==> src/rtl/sdac_pkg.sv <==
package sdac_pkg;

    localparam int WORD_W  = 16;
    localparam int MAX_RES = WORD_W - 2;
    localparam int CNT_W   = $clog2(WORD_W + 1);

    typedef enum logic {
        UPD_SYNC  = 1'b0,
        UPD_DEFER = 1'b1
    } upd_mode_e;

    typedef struct packed {
        logic [WORD_W-1:0] word;
        upd_mode_e         mode;
    } frame_t;

    // Take the code field out of a received word, right-aligned in MAX_RES bits.
    function automatic logic [MAX_RES-1:0] field_of(input logic [WORD_W-1:0] w, input int res);
        logic [MAX_RES-1:0] f;
        if (res == MAX_RES) f = w[MAX_RES-1:0];
        else                f = {2'b00, w[MAX_RES-1:2]};
        return f;
    endfunction

    // Place a code in a readback word, using the same bit layout as a write.
    function automatic logic [WORD_W-1:0] pack_code(input logic [MAX_RES-1:0] c, input int res);
        logic [WORD_W-1:0] w;
        if (res == MAX_RES) w = {2'b00, c};
        else                w = {2'b00, c[MAX_RES-3:0], 2'b00};
        return w;
    endfunction

endpackage

==> src/rtl/sdac_sync_edge.sv <==
module sdac_sync_edge #(
    parameter int           N      = 7,
    parameter int           STAGES = 2,
    parameter logic [N-1:0] IDLE   = '0
) (
    input  logic         clk,
    input  logic         rst,
    input  logic [N-1:0] din,
    output logic [N-1:0] lvl,
    output logic [N-1:0] rise,
    output logic [N-1:0] fall
);

    for (genvar g = 0; g < N; g++) begin : g_bit
        logic [STAGES-1:0] pipe;
        logic              last;

        always_ff @(posedge clk) begin
            if (rst) begin
                pipe <= {STAGES{IDLE[g]}};
                last <= IDLE[g];
            end else begin
                pipe <= {pipe[STAGES-2:0], din[g]};
                last <= pipe[STAGES-1];
            end
        end

        assign lvl[g]  = last;
        assign rise[g] = pipe[STAGES-1] & ~last;
        assign fall[g] = ~pipe[STAGES-1] & last;
    end

endmodule

==> src/rtl/sdac_shifter.sv <==
module sdac_shifter
    import sdac_pkg::*;
(
    input  logic              clk,
    input  logic              rst,
    input  logic              sck_fall,
    input  logic              fs_fall,
    input  logic              fs_rise,
    input  logic              sd_lvl,
    input  logic              upd_lvl,
    input  logic              rdb_lvl,
    input  logic [WORD_W-1:0] rb_word,
    output frame_t            frame_o,
    output logic              frame_ok_o,
    output logic              so_o
);

    logic [WORD_W-1:0] sr_q;
    logic [CNT_W-1:0]  cnt_q;
    logic              active_q;
    logic              rb_done_q;
    upd_mode_e         mode_q;
    logic              rb_load;

    localparam logic [CNT_W-1:0] FULL = CNT_W'(WORD_W);

    assign rb_load = sck_fall && !rdb_lvl && !rb_done_q;

    always_ff @(posedge clk) begin
        if (rst) begin
            sr_q       <= '0;
            cnt_q      <= '0;
            active_q   <= 1'b0;
            rb_done_q  <= 1'b0;
            mode_q     <= UPD_SYNC;
            frame_ok_o <= 1'b0;
        end else begin
            frame_ok_o <= 1'b0;
            if (fs_fall) begin
                active_q <= 1'b1;
                cnt_q    <= '0;
                mode_q   <= upd_lvl ? UPD_DEFER : UPD_SYNC;
            end else if (fs_rise) begin
                active_q <= 1'b0;
                if (active_q && cnt_q == FULL) frame_ok_o <= 1'b1;
            end
            if (rb_load) begin
                sr_q      <= rb_word;
                rb_done_q <= 1'b1;
            end else if (sck_fall && (active_q || !rdb_lvl)) begin
                sr_q <= {sr_q[WORD_W-2:0], sd_lvl};
                if (active_q && cnt_q != FULL) cnt_q <= cnt_q + 1'b1;
            end
            if (rdb_lvl) rb_done_q <= 1'b0;
        end
    end

    assign frame_o.word = sr_q;
    assign frame_o.mode = mode_q;
    assign so_o         = sr_q[WORD_W-1];


    cnt_bound_chk: assert property (@(posedge clk) disable iff (rst)
        cnt_q <= FULL);


    short_drop_chk: assert property (@(posedge clk) disable iff (rst)
        (fs_rise && !fs_fall && cnt_q != FULL) |=> !frame_ok_o);


    rb_top_zero_chk: assert property (@(posedge clk) disable iff (rst)
        rb_load |=> (sr_q[WORD_W-1:WORD_W-2] == 2'b00));

endmodule

==> src/rtl/sdac_regs.sv <==
module sdac_regs
    import sdac_pkg::*;
#(
    parameter int RES = 14
) (
    input  logic           clk,
    input  logic           rst,
    input  logic           frame_ok,
    input  frame_t         frame,
    input  logic           upd_fall,
    input  logic           upd_lvl,
    input  logic           zero_fall,
    input  logic           zero_rise,
    input  logic           zero_lvl,
    output logic [RES-1:0] code_o,
    output logic [RES-1:0] dac_o
);

    logic [MAX_RES-1:0] f_full;
    logic [RES-1:0]     field;
    logic [RES-1:0]     dac_q, pend_q, out_q;
    logic               pend_v_q;
    logic               unused_frame;

    assign f_full       = field_of(frame.word, RES);
    assign field        = f_full[RES-1:0];
    assign unused_frame = ^{frame.word, f_full};

    always_ff @(posedge clk) begin
        if (rst) begin
            dac_q    <= '0;
            pend_q   <= '0;
            out_q    <= '0;
            pend_v_q <= 1'b0;
        end else begin
            if (frame_ok) begin
                if (frame.mode == UPD_SYNC) begin
                    dac_q    <= field;
                    pend_v_q <= 1'b0;
                    if (zero_lvl) out_q <= field;
                end else begin
                    pend_q   <= field;
                    pend_v_q <= 1'b1;
                end
            end else if (upd_fall) begin
                if (pend_v_q) begin
                    dac_q    <= pend_q;
                    pend_v_q <= 1'b0;
                end
                if (zero_lvl) out_q <= pend_v_q ? pend_q : dac_q;
            end
            if (zero_fall)                   out_q <= '0;
            else if (zero_rise && !upd_lvl)  out_q <= dac_q;
        end
    end

    assign code_o = out_q;
    assign dac_o  = dac_q;


    clear_zero_chk: assert property (@(posedge clk) disable iff (rst)
        !zero_lvl |-> (out_q == '0));


    sync_load_chk: assert property (@(posedge clk) disable iff (rst)
        (frame_ok && frame.mode == UPD_SYNC && zero_lvl && !zero_fall) |=> (out_q == $past(field)));


    defer_hold_chk: assert property (@(posedge clk) disable iff (rst)
        (frame_ok && frame.mode == UPD_DEFER) |=> $stable(dac_q));


    clear_keep_chk: assert property (@(posedge clk) disable iff (rst)
        (zero_fall && !frame_ok && !upd_fall) |=> $stable(dac_q));

endmodule

==> src/rtl/sdac_front.sv <==
module sdac_front
    import sdac_pkg::*;
#(
    parameter int RES         = 14,
    parameter int SYNC_STAGES = 2
) (
    input  logic           clk,
    input  logic           rst,
    input  logic           sck_i,
    input  logic           fs_n_i,
    input  logic           sd_i,
    input  logic           upd_n_i,
    input  logic           rdb_n_i,
    input  logic           zero_n_i,
    input  logic           sleep_i,
    output logic [RES-1:0] code_o,
    output logic           clear_o,
    output logic           pdown_o,
    output logic           so_o
);

    localparam int N_IN  = 7;
    localparam int I_SCK = 0;
    localparam int I_FS  = 1;
    localparam int I_SD  = 2;
    localparam int I_UPD = 3;
    localparam int I_RDB = 4;
    localparam int I_ZER = 5;
    localparam int I_SLP = 6;
    localparam logic [N_IN-1:0] IDLE_LVL = 7'b0111011;

    if (RES != 12 && RES != MAX_RES) begin : g_bad_res
        $error("sdac_front: RES must be 12 or 14");
    end

    logic [N_IN-1:0]    raw, lvl, rise, fall;
    frame_t             frame;
    logic               frame_ok;
    logic [RES-1:0]     dac;
    logic [MAX_RES-1:0] dac_ext;
    logic [WORD_W-1:0]  rb_word;
    logic               unused_evt;

    assign raw = {sleep_i, zero_n_i, rdb_n_i, upd_n_i, sd_i, fs_n_i, sck_i};

    sdac_sync_edge #(
        .N      (N_IN),
        .STAGES (SYNC_STAGES),
        .IDLE   (IDLE_LVL)
    ) u_sync (
        .clk  (clk),
        .rst  (rst),
        .din  (raw),
        .lvl  (lvl),
        .rise (rise),
        .fall (fall)
    );

    always_comb begin
        dac_ext          = '0;
        dac_ext[RES-1:0] = dac;
    end
    assign rb_word = pack_code(dac_ext, RES);

    sdac_shifter u_shift (
        .clk        (clk),
        .rst        (rst),
        .sck_fall   (fall[I_SCK]),
        .fs_fall    (fall[I_FS]),
        .fs_rise    (rise[I_FS]),
        .sd_lvl     (lvl[I_SD]),
        .upd_lvl    (lvl[I_UPD]),
        .rdb_lvl    (lvl[I_RDB]),
        .rb_word    (rb_word),
        .frame_o    (frame),
        .frame_ok_o (frame_ok),
        .so_o       (so_o)
    );

    sdac_regs #(.RES(RES)) u_regs (
        .clk       (clk),
        .rst       (rst),
        .frame_ok  (frame_ok),
        .frame     (frame),
        .upd_fall  (fall[I_UPD]),
        .upd_lvl   (lvl[I_UPD]),
        .zero_fall (fall[I_ZER]),
        .zero_rise (rise[I_ZER]),
        .zero_lvl  (lvl[I_ZER]),
        .code_o    (code_o),
        .dac_o     (dac)
    );

    assign clear_o = ~lvl[I_ZER];
    assign pdown_o = lvl[I_SLP];

    assign unused_evt = ^{rise[I_SCK], rise[I_SD], rise[I_UPD], rise[I_RDB], rise[I_SLP],
                          fall[I_SD], fall[I_RDB], fall[I_SLP], lvl[I_SCK], lvl[I_FS]};


    sleep_hold_chk: assert property (@(posedge clk) disable iff (rst)
        ($rose(pdown_o) && !frame_ok && !fall[I_UPD] && !fall[I_ZER] && !rise[I_ZER]) |=> $stable(dac));

endmodule

==> config.mk <==
export PLATFORM = sky130hd
export DESIGN_NAME = sdac_front
export DESIGN_NICKNAME = d
export VERILOG_FILES = /design/src/rtl/sdac_pkg.sv /design/src/rtl/sdac_sync_edge.sv /design/src/rtl/sdac_shifter.sv /design/src/rtl/sdac_regs.sv /design/src/rtl/sdac_front.sv
export SDC_FILE = /design/constraint.sdc
export NUM_CORES = 1
export LEC_CHECK = 0
export BUFFER_PORTS_ARGS = -buffer_cell sky130_fd_sc_hd__buf_2
export CORE_MARGIN = 1.5
export CORE_UTILIZATION = 44
export DETAILED_ROUTE_END_ITERATION = 10
export PLACE_DENSITY_LB_ADDON = 0.3
export SLEW_MARGIN = 20
export SYNTH_ARGS = -nofsm -noshare
export SYNTH_HDL_FRONTEND = slang
export SYNTH_SLANG_ARGS = --single-unit
==> constraint.sdc <==
create_clock -name clk -period 4.7 [get_ports clk]
set_clock_uncertainty 0.1 [all_clocks]
set_input_delay 0.94 -clock clk [delete_from_list [all_inputs] [get_ports clk]]
set_output_delay 0.94 -clock clk [all_outputs]
set_load 0.005 [all_outputs]
# [Yosys cells after proc, flatten, opt, wreduce, memory -nomap -nowiden]
# Index checks and enable logic that the tools add are counted.
[totals] regBits=89 in_bits=9 out_inout_bits=17 wordCells=88
[classes] n_mux=23 reduce_logical=22 bitwise=13 n_eq_ne=4 add_sub_neg=1
[ops] cell="$mux W14" count=12
[ops] cell="$mux W5" count=4
[ops] cell="$reduce_bool A2 Y1" count=4
[ops] cell="$mux W1" count=7
[ops] cell="$not A1 Y1" count=7
[ops] cell="$and A1 B1 Y1" count=6
[ops] cell="$logic_and A1 B1 Y1" count=6
[ops] cell="$reduce_or A2 Y1" count=3
[ops] cell="$add A5 B1 Y5 const B" count=1
[ops] cell="$eq A5 B5 Y1 const B" count=1
[ops] cell="$ne A5 B5 Y1 const B" count=1
[ops] cell="$reduce_and A2 Y1" count=2
[ops] cell="$logic_not A1 Y1" count=3
[ops] cell="$ne A3 B2 Y1 const B" count=1
[ops] cell="$reduce_and A3 Y1" count=1
[ops] cell="$reduce_bool A3 Y1" count=1
[ops] cell="$reduce_or A3 Y1" count=1
[ops] cell="$ne A2 B2 Y1 const B" count=1
[ops] cell="$logic_or A1 B1 Y1" count=1

# [Logic depth before layout (Yosys ltp)]
# Gate-level depths: netlist of run 1.
[depth] word_depth=6 ltp_mapped=7 ltp_nobuf=6

# [Hierarchy]
# From an unflattened synthesis of run 1, not the netlist that was laid out.
[unflattened] hier_cells=391 area_unflattened_um2=3961.3
[modules_own_cells] mod="sdac_regs" cells_each=197 instances=1 seq_area_each_um2=860.8 area_per_inst_um2=1935.6
[modules_own_cells] mod="sdac_shifter" cells_each=127 instances=1 seq_area_each_um2=500.5 area_per_inst_um2=1302.5
[modules_own_cells] mod="sdac_sync_edge" cells_each=65 instances=1 seq_area_each_um2=420.4 area_per_inst_um2=715.7
[modules_own_cells] mod="sdac_front" cells_each=2 instances=1 seq_area_each_um2=0.0 area_per_inst_um2=7.5

# [Least setup slack after synthesis of run 1]
# OpenSTA, ideal clock, no wires.
[synth_path] path_kind="in2reg" start="input rst" end="register u_regs.pend_q[0]" path_buffers=2 path_stages=3 arrival_ps=1661 path_slack_ps=2795 setup_time_ps=144 required_time_ps=4456 cell_sequence="clkbuf_1 -> clkbuf_1 -> a21oi_1"
[synth_rtl] element="start: declaration" line_no="sdac_front.sv:8" rtl="input logic rst,"
[synth_rtl] element="end signal: assignment" line_no="sdac_regs.sv:42" rtl="pend_q <= field;"
[synth_rtl] element="end: declaration" line_no="sdac_regs.sv:21" rtl="logic [RES-1:0] dac_q, pend_q, out_q;"
# No word-level cell between the ends.

# [Worst setup path after layout of run 1]
[layout_path] start="register u_sync.g_bit[5].last" end="output clear_o"
[layout_via] elab_chain_cells=1
[layout_lines] element="start: declaration" line_no="sdac_sync_edge.sv:16" rtl="logic last;"
[layout_lines] element="start signal: assignment" line_no="sdac_sync_edge.sv:21" rtl="last <= IDLE[g];"
[layout_lines] element="start signal: assignment" line_no="sdac_sync_edge.sv:24" rtl="last <= pipe[STAGES-1];"
[layout_lines] element="$not A1 Y1" line_no="sdac_front.sv:94" rtl="assign clear_o = ~lvl[I_ZER];"
[layout_lines] element="end: declaration" line_no="sdac_front.sv:17" rtl="output logic clear_o,"
# No other way between the ends.

==> reports/results.ini, run 1 <==
[setup_path]
reg2regPathDepth = 4
cp_max_fo = 5
r2r_start = u_sync.g_bit[0].pipe[1]
timing.critical_path.to_type = primary output
rrSetupSlack_ns = 2.76
timing.rr.end = u_shift.sr_q[3]
worstSetupPathType = register to primary output
start_kind = register
critPathArrivalTime_ns = 1.09
required_ns = 3.66
setup.worst_path.start = u_sync.g_bit[5].last

[pwr]
power.density_mw_per_mm2 = 345
irDropWorstVdd_mv = 0.247
leakage_uw = 0.00149

[placed_design]
place_hpwl_um = 4370
io_buffer_count = 25
gp_congestion = 0.687
pre_cts_slack_ns = 2.19

[route]
drt_iter0_drc = 158
route.detailed.drc = 0
final_antenna_net_count = 0
firstDrtPassIters = 4
finalWirelength_um = 7200
vias = 2663
wl_per_cell_um = 13.9
routed_via_density = 5.16

[cells_and_area]
drive_gt1_frac = 0.195
utilization = 0.504
area_delta_synth_final_pct = 10.7
final_common_cell = dfxtp_1
antenna_cells = 0
layout_common_cells = dfxtp_1, nand2_1, mux2i_1, nor2_1, buf_2
layout.nets = 419

[sta]
finalCriticalPeriod_ns = 2.13
clock.fmax_mhz = 470
rsz0062_at_grt = false
worst_pin_slew_ns = 1.07
finalCritPeriodShare = 0.452
setup_viol = 0
maxSlewHeadroom = 0.285
setup_tns_ns = 0
setup_ws_ns = 2.57
finalHoldViolations = 0
drv_slew = 0

[cts]
cts.sinks = 89
root_buffer = clkbuf_8
clk_latency_ns = 0.35
cts_setup_buffers = 0
cts_resized = 0
htree_levels = 3
cts-hold-fix-buffers = 0
cts_buffers = 9
clkTransAtPathRegs_ns = 0.08
cts_tree = yes
cts_max_path_buffers = 2

[global_routing]
grt_pass1_wl_um = 12100
gr-usage-all-layers = 0.177
grt_max_degree = 39
grt_pass1_vias = 2504
overflow = 0
antenna_found_initial = 0

[synth]
synthArstFlopShare = 0
synth-edff-count = 0
ys_warn_count = 0
synthDistinctLibCells = 37
synth.top_cell.area_share = 0.476
synth_ff_type = dfxtp_1
syn-num-nets = 406
synth_area_leaders = dfxtp_1, mux2i_1, nand2_1
synthCells = 393
ys_seq_area_frac = 0.476
avgSynthCellArea_um2 = 9.52
syn_area_mm2 = 0.00374
yosys.area.top_type = dfxtp_1
yosys_register_bits = 89

[worst_hold_path]
min-delay-start = u_sync.g_bit[3].pipe[0]
hold_end = u_sync.g_bit[3].pipe[1]
hold_path_class = register to register
min_path_cells = 1

[die]
die_y_um = 95.2
num_rows = 33
ios = 26
die_area_mm2 = 0.00906
coreArea_mm2 = 0.00822
start_util = 0.455
chipWidth_um = 95.2

[outcome]
status = finished clean

[flow_run]
cap_violations = 0

[worst max path at each step]
stage                                   to  slack [ns]  cells after the start
after floorplan           u_regs.pend_q[0]        2.79                      3
after CTS                 u_regs.code_o[6]        2.52                      5
after global placement    u_shift.cnt_q[2]        2.22                      4
after global routing               clear_o        2.50                      2
final                              clear_o        2.57                      2
after detailed placement  u_shift.cnt_q[3]        2.19                      4
[logic make-up (layout without fill, tap and decap cells)]
logic type / Yosys count / in the layout / share of synthesized area
flops: 89 / 89 / 0.476
simple gates: 133 / 133 / 0.173
buf+inv: 36 / 54 / 0.0492
fa+ha+maj: 4 / 4 / 0.0134
mux: 50 / 50 / 0.134
compound gates: 81 / 81 / 0.155
[layout make-up]
type                            instances  area (um^2)
Fill cell                             771         4080
Multi-Input combinational cell        268         1800
Sequential cell                        89         1780
Timing Repair Buffer                   29          155
Clock buffer                           11          131
Tap cell                              105          131
Clock inverter                          5          104
Inverter                                9         33.8
[state kept, by name (all words and copies together) (netlist names)]
register	cells
u_regs.code_o	14
u_regs.dac_o	14
u_regs.pend_q	14
u_regs.pend_v_q	1
u_shift.active_q	1
u_shift.cnt_q	5
u_shift.frame_ok_o	1
u_shift.mode_q	1
u_shift.rb_done_q	1
u_shift.sr_q	16
u_sync.g_bit.last	7
u_sync.g_bit.pipe	14
[worst max-delay path: stages (launching register included)]
cell	delay [ns]
dfxtp_1	0.49
inv_1	0.11
buf_2	0.14
[power breakdown]
part / internal (uW) / switching [uW]
Clock: 354 / 259
Sequential: 762 / 5.13
Combinational: 17.6 / 29.5
[metrics by stage]
step	cell area (um^2)	hold slack [ns]	instances	power, uW
global route	4140	0.303	516	1490
global placement	3880	0.293	500	831
detailed placement	3890	0.293	500	832
CTS	4120	0.307	516	1440
floorplan	3740	0.289	393	820
finish	4140	0.303	516	1430
[synthesized netlist by cell type, types with 2 or more instances]
cell type and count:
dfxtp_1 89, nand2_1 59, mux2i_1 50, nor2_1 37
a21oi_1 23, o21ai_0 15, a22oi_1 14, or2_2 14
clkbuf_1 10, buf_2 9, inv_1 9, a211oi_1 8
a211oi_2 8, a21oi_2 7, nor2b_1 6, ha_1 4
buf_4 3, nor3_1 3, nor3b_1 3, a32o_1 2
buf_1 2, buf_6 2, nor3b_2 2
[per-layer routing]
| layer | share of wire | routed length, um | up-vias | global-route usage |
|---|---|---|---|---|
| met2 | 0.47 | 3390 | 46 | 0.285 |
| li1 | - | - | 1375 | - |
| met3 | 0.042 | 300 | 7 | 0.0399 |
| met1 | 0.47 | 3410 | 1235 | 0.224 |
| met4 | 0.013 | 91 | 0 | 0.0833 |
| met5 | 0 | 0 | - | 0 |
(Power assumes the default switching activity.)
==> run 2, diff against run 1 <==
==> constraint.sdc (replaced) <==
create_clock -name clk -period 1.91 [get_ports clk]
set_clock_uncertainty 0.1 [all_clocks]
set_input_delay 0.382 -clock clk [delete_from_list [all_inputs] [get_ports clk]]
set_output_delay 0.382 -clock clk [all_outputs]
set_load 0.005 [all_outputs]
==> run 2 against run 1 <==
Against the previous run:
- die area stayed put
- critical path depth up 4
- cell count rose by 2.3%
- core utilization rose by 1.8 points
- final area is 3.5% higher
- clock power rose to 3.0 times the previous value
- clock-buffer cell count unchanged
- wire length grew 0.40%
- register-to-register slack got worse by 2.5 ns
- global-route usage down 0.15 points
- total power increased to 2.7 times the previous value
==> reports/results.ini, run 2 (synthesis results as in run 1) <==
[die]
ios = 26  ; unchanged
coreArea_mm2 = 0.00822  ; unchanged
die_y_um = 95.2  ; unchanged
start_util = 0.455  ; unchanged
chipWidth_um = 95.2  ; unchanged
num_rows = 33  ; unchanged
die_area_mm2 = 0.00906  ; unchanged

[global_routing]
gr-usage-all-layers = 0.176  ; -0.00152
grt_pass1_wl_um = 12300  ; +1.1%
grt_max_degree = 74  ; +90%
overflow = 0  ; unchanged
grt_pass1_vias = 2604  ; +4.0%
antenna_found_initial = 0  ; unchanged

[sta]
finalHoldViolations = 0  ; unchanged
setup_viol = 0  ; unchanged
setup_ws_ns = 0.256  ; -2.32 ns
finalCritPeriodShare = 0.866
worst_pin_slew_ns = 0.595  ; -0.474 ns
maxSlewHeadroom = 0.602  ; +0.317
finalCriticalPeriod_ns = 1.65
clock.fmax_mhz = 605
setup_tns_ns = 0  ; unchanged
rsz0062_at_grt = false
drv_slew = 0  ; unchanged

[flow_run]
cap_violations = 0  ; unchanged

[route]
wl_per_cell_um = 13.7  ; -1.9%
firstDrtPassIters = 4  ; unchanged
finalWirelength_um = 7230  ; +0.40%
routed_via_density = 5.21  ; +0.96%
drt_iter0_drc = 105  ; -34%
final_antenna_net_count = 0  ; unchanged
vias = 2751  ; +3.3%
route.detailed.drc = 0  ; unchanged

[cts]
htree_levels = 3  ; unchanged
cts.sinks = 89  ; unchanged
cts_setup_buffers = 0  ; unchanged
clk_latency_ns = 0.35  ; about the same
cts_tree = yes
root_buffer = clkbuf_8
clkTransAtPathRegs_ns = 0.08  ; about the same
cts-hold-fix-buffers = 0  ; unchanged
cts_max_path_buffers = 2  ; unchanged
cts_resized = 0  ; unchanged
cts_buffers = 9  ; unchanged

[cells_and_area]
layout.nets = 431  ; +2.9%
top_register = u_shift.sr_q
largest_register_ffs = 16  ; unchanged
drive_gt1_frac = 0.220  ; +0.0252
antenna_cells = 0  ; unchanged
area_delta_synth_final_pct = 14.6
layout_common_cells = dfxtp_1, nand2_1, mux2i_1, nor2_1, buf_2
fillers = 766  ; -0.65%
final_common_cell = dfxtp_1

[pwr]
clockPowerShare = 0.475  ; +0.046
combPwrFrac = 0.032  ; about the same
leakage_uw = 0.00158  ; +5.9%
p_sw_uw = 734  ; +150%
internal_power_uw = 3090  ; +170%
irDropWorstVdd_mv = 0.657  ; +170%
power_uw = 3830  ; +170%
power.share.sequential = 0.493  ; -0.045
swShare = 0.192  ; -0.0141
power.density_mw_per_mm2 = 893  ; +160%

[setup_path]
worstSetupPathType = register to register
cp_max_fo = 5  ; unchanged
critPathArrivalTime_ns = 1.83  ; +0.74 ns
timing.critical_path.to_type = register
start_kind = register
required_ns = 2.08  ; -1.58 ns

[placed_design]
place_hpwl_um = 4750  ; +8.7%
pre_cts_slack_ns = 0.262  ; -1.93 ns
gp_congestion = 0.814  ; +18%
io_buffer_count = 25  ; unchanged

[outcome]
status = finished clean

[worst_hold_path]
hold_path_class = input pin to register

-- run 2: cell type report --
class                   count  area [um^2]  area share
multi-input cells         268         1780       0.415
inverters                   9         33.8     0.00788
repair buffers             41          270      0.0630
flip-flops and latches     89         1780       0.416
clock buffers              11          141      0.0330
clock inverters             5          150      0.0350
well taps                 105          131      0.0306
-- run 2: routing by layer --
layer	vias up	GRT usage	wire length, um
li1	1395	-	-
met1	1304	0.224	3580
met2	44	0.287	3320
met3	8	0.0518	245
met4	0	0.0485	74
met5	-	0	0
-- run 2: worst paths after layout --
check / start / to / slack [ns] / depth (start not counted)
max reg2reg: u_shift.cnt_q[0] / u_shift.cnt_q[4] / 0.26 / 6
max: u_shift.cnt_q[0] / u_shift.cnt_q[4] / 0.26 / 6
min: rdb_n_i / u_sync.g_bit[4].pipe[0] / 0.10 / 2
min reg2reg: u_sync.g_bit[3].pipe[0] / u_sync.g_bit[3].pipe[1] / 0.31 / 1
-- run 2: power groups by stage --
stage	Clock (uW)	Combinational [uW]	Sequential, uW
final	1820	122	1890
after floorplan	0	88.6	1930
after global placement	0	120	1930
after global routing	1920	134	1890
after detailed placement	0	123	1930
after CTS	1850	123	1890
-- run 2: per-stage QoR --
| stage | hold slack [ns] | utilization | cells | area, um^2 |
|---|---|---|---|---|
| 2_1_floorplan | 0.289 | - | 393 | 3740 |
| 3_3_place_gp | 0.291 | 0.486 | 512 | 4000 |
| 3_5_place_dp | 0.294 | 0.486 | 512 | 4000 |
| 4_1_cts | 0.0864 | 0.522 | 528 | 4290 |
| 5_1_grt | 0.0792 | 0.522 | 528 | 4290 |
| 6_report | 0.102 | 0.522 | 528 | 4290 |
-- run 2: worst max-delay path, stage by stage (launching register included) --
cell and delay (ns):
dfxtp_1 0.36, inv_1 0.08, ha_1 0.19, nand4bb_1 0.11
nor3b_2 0.39, a2bb2oi_1 0.13, a211oi_1 0.23
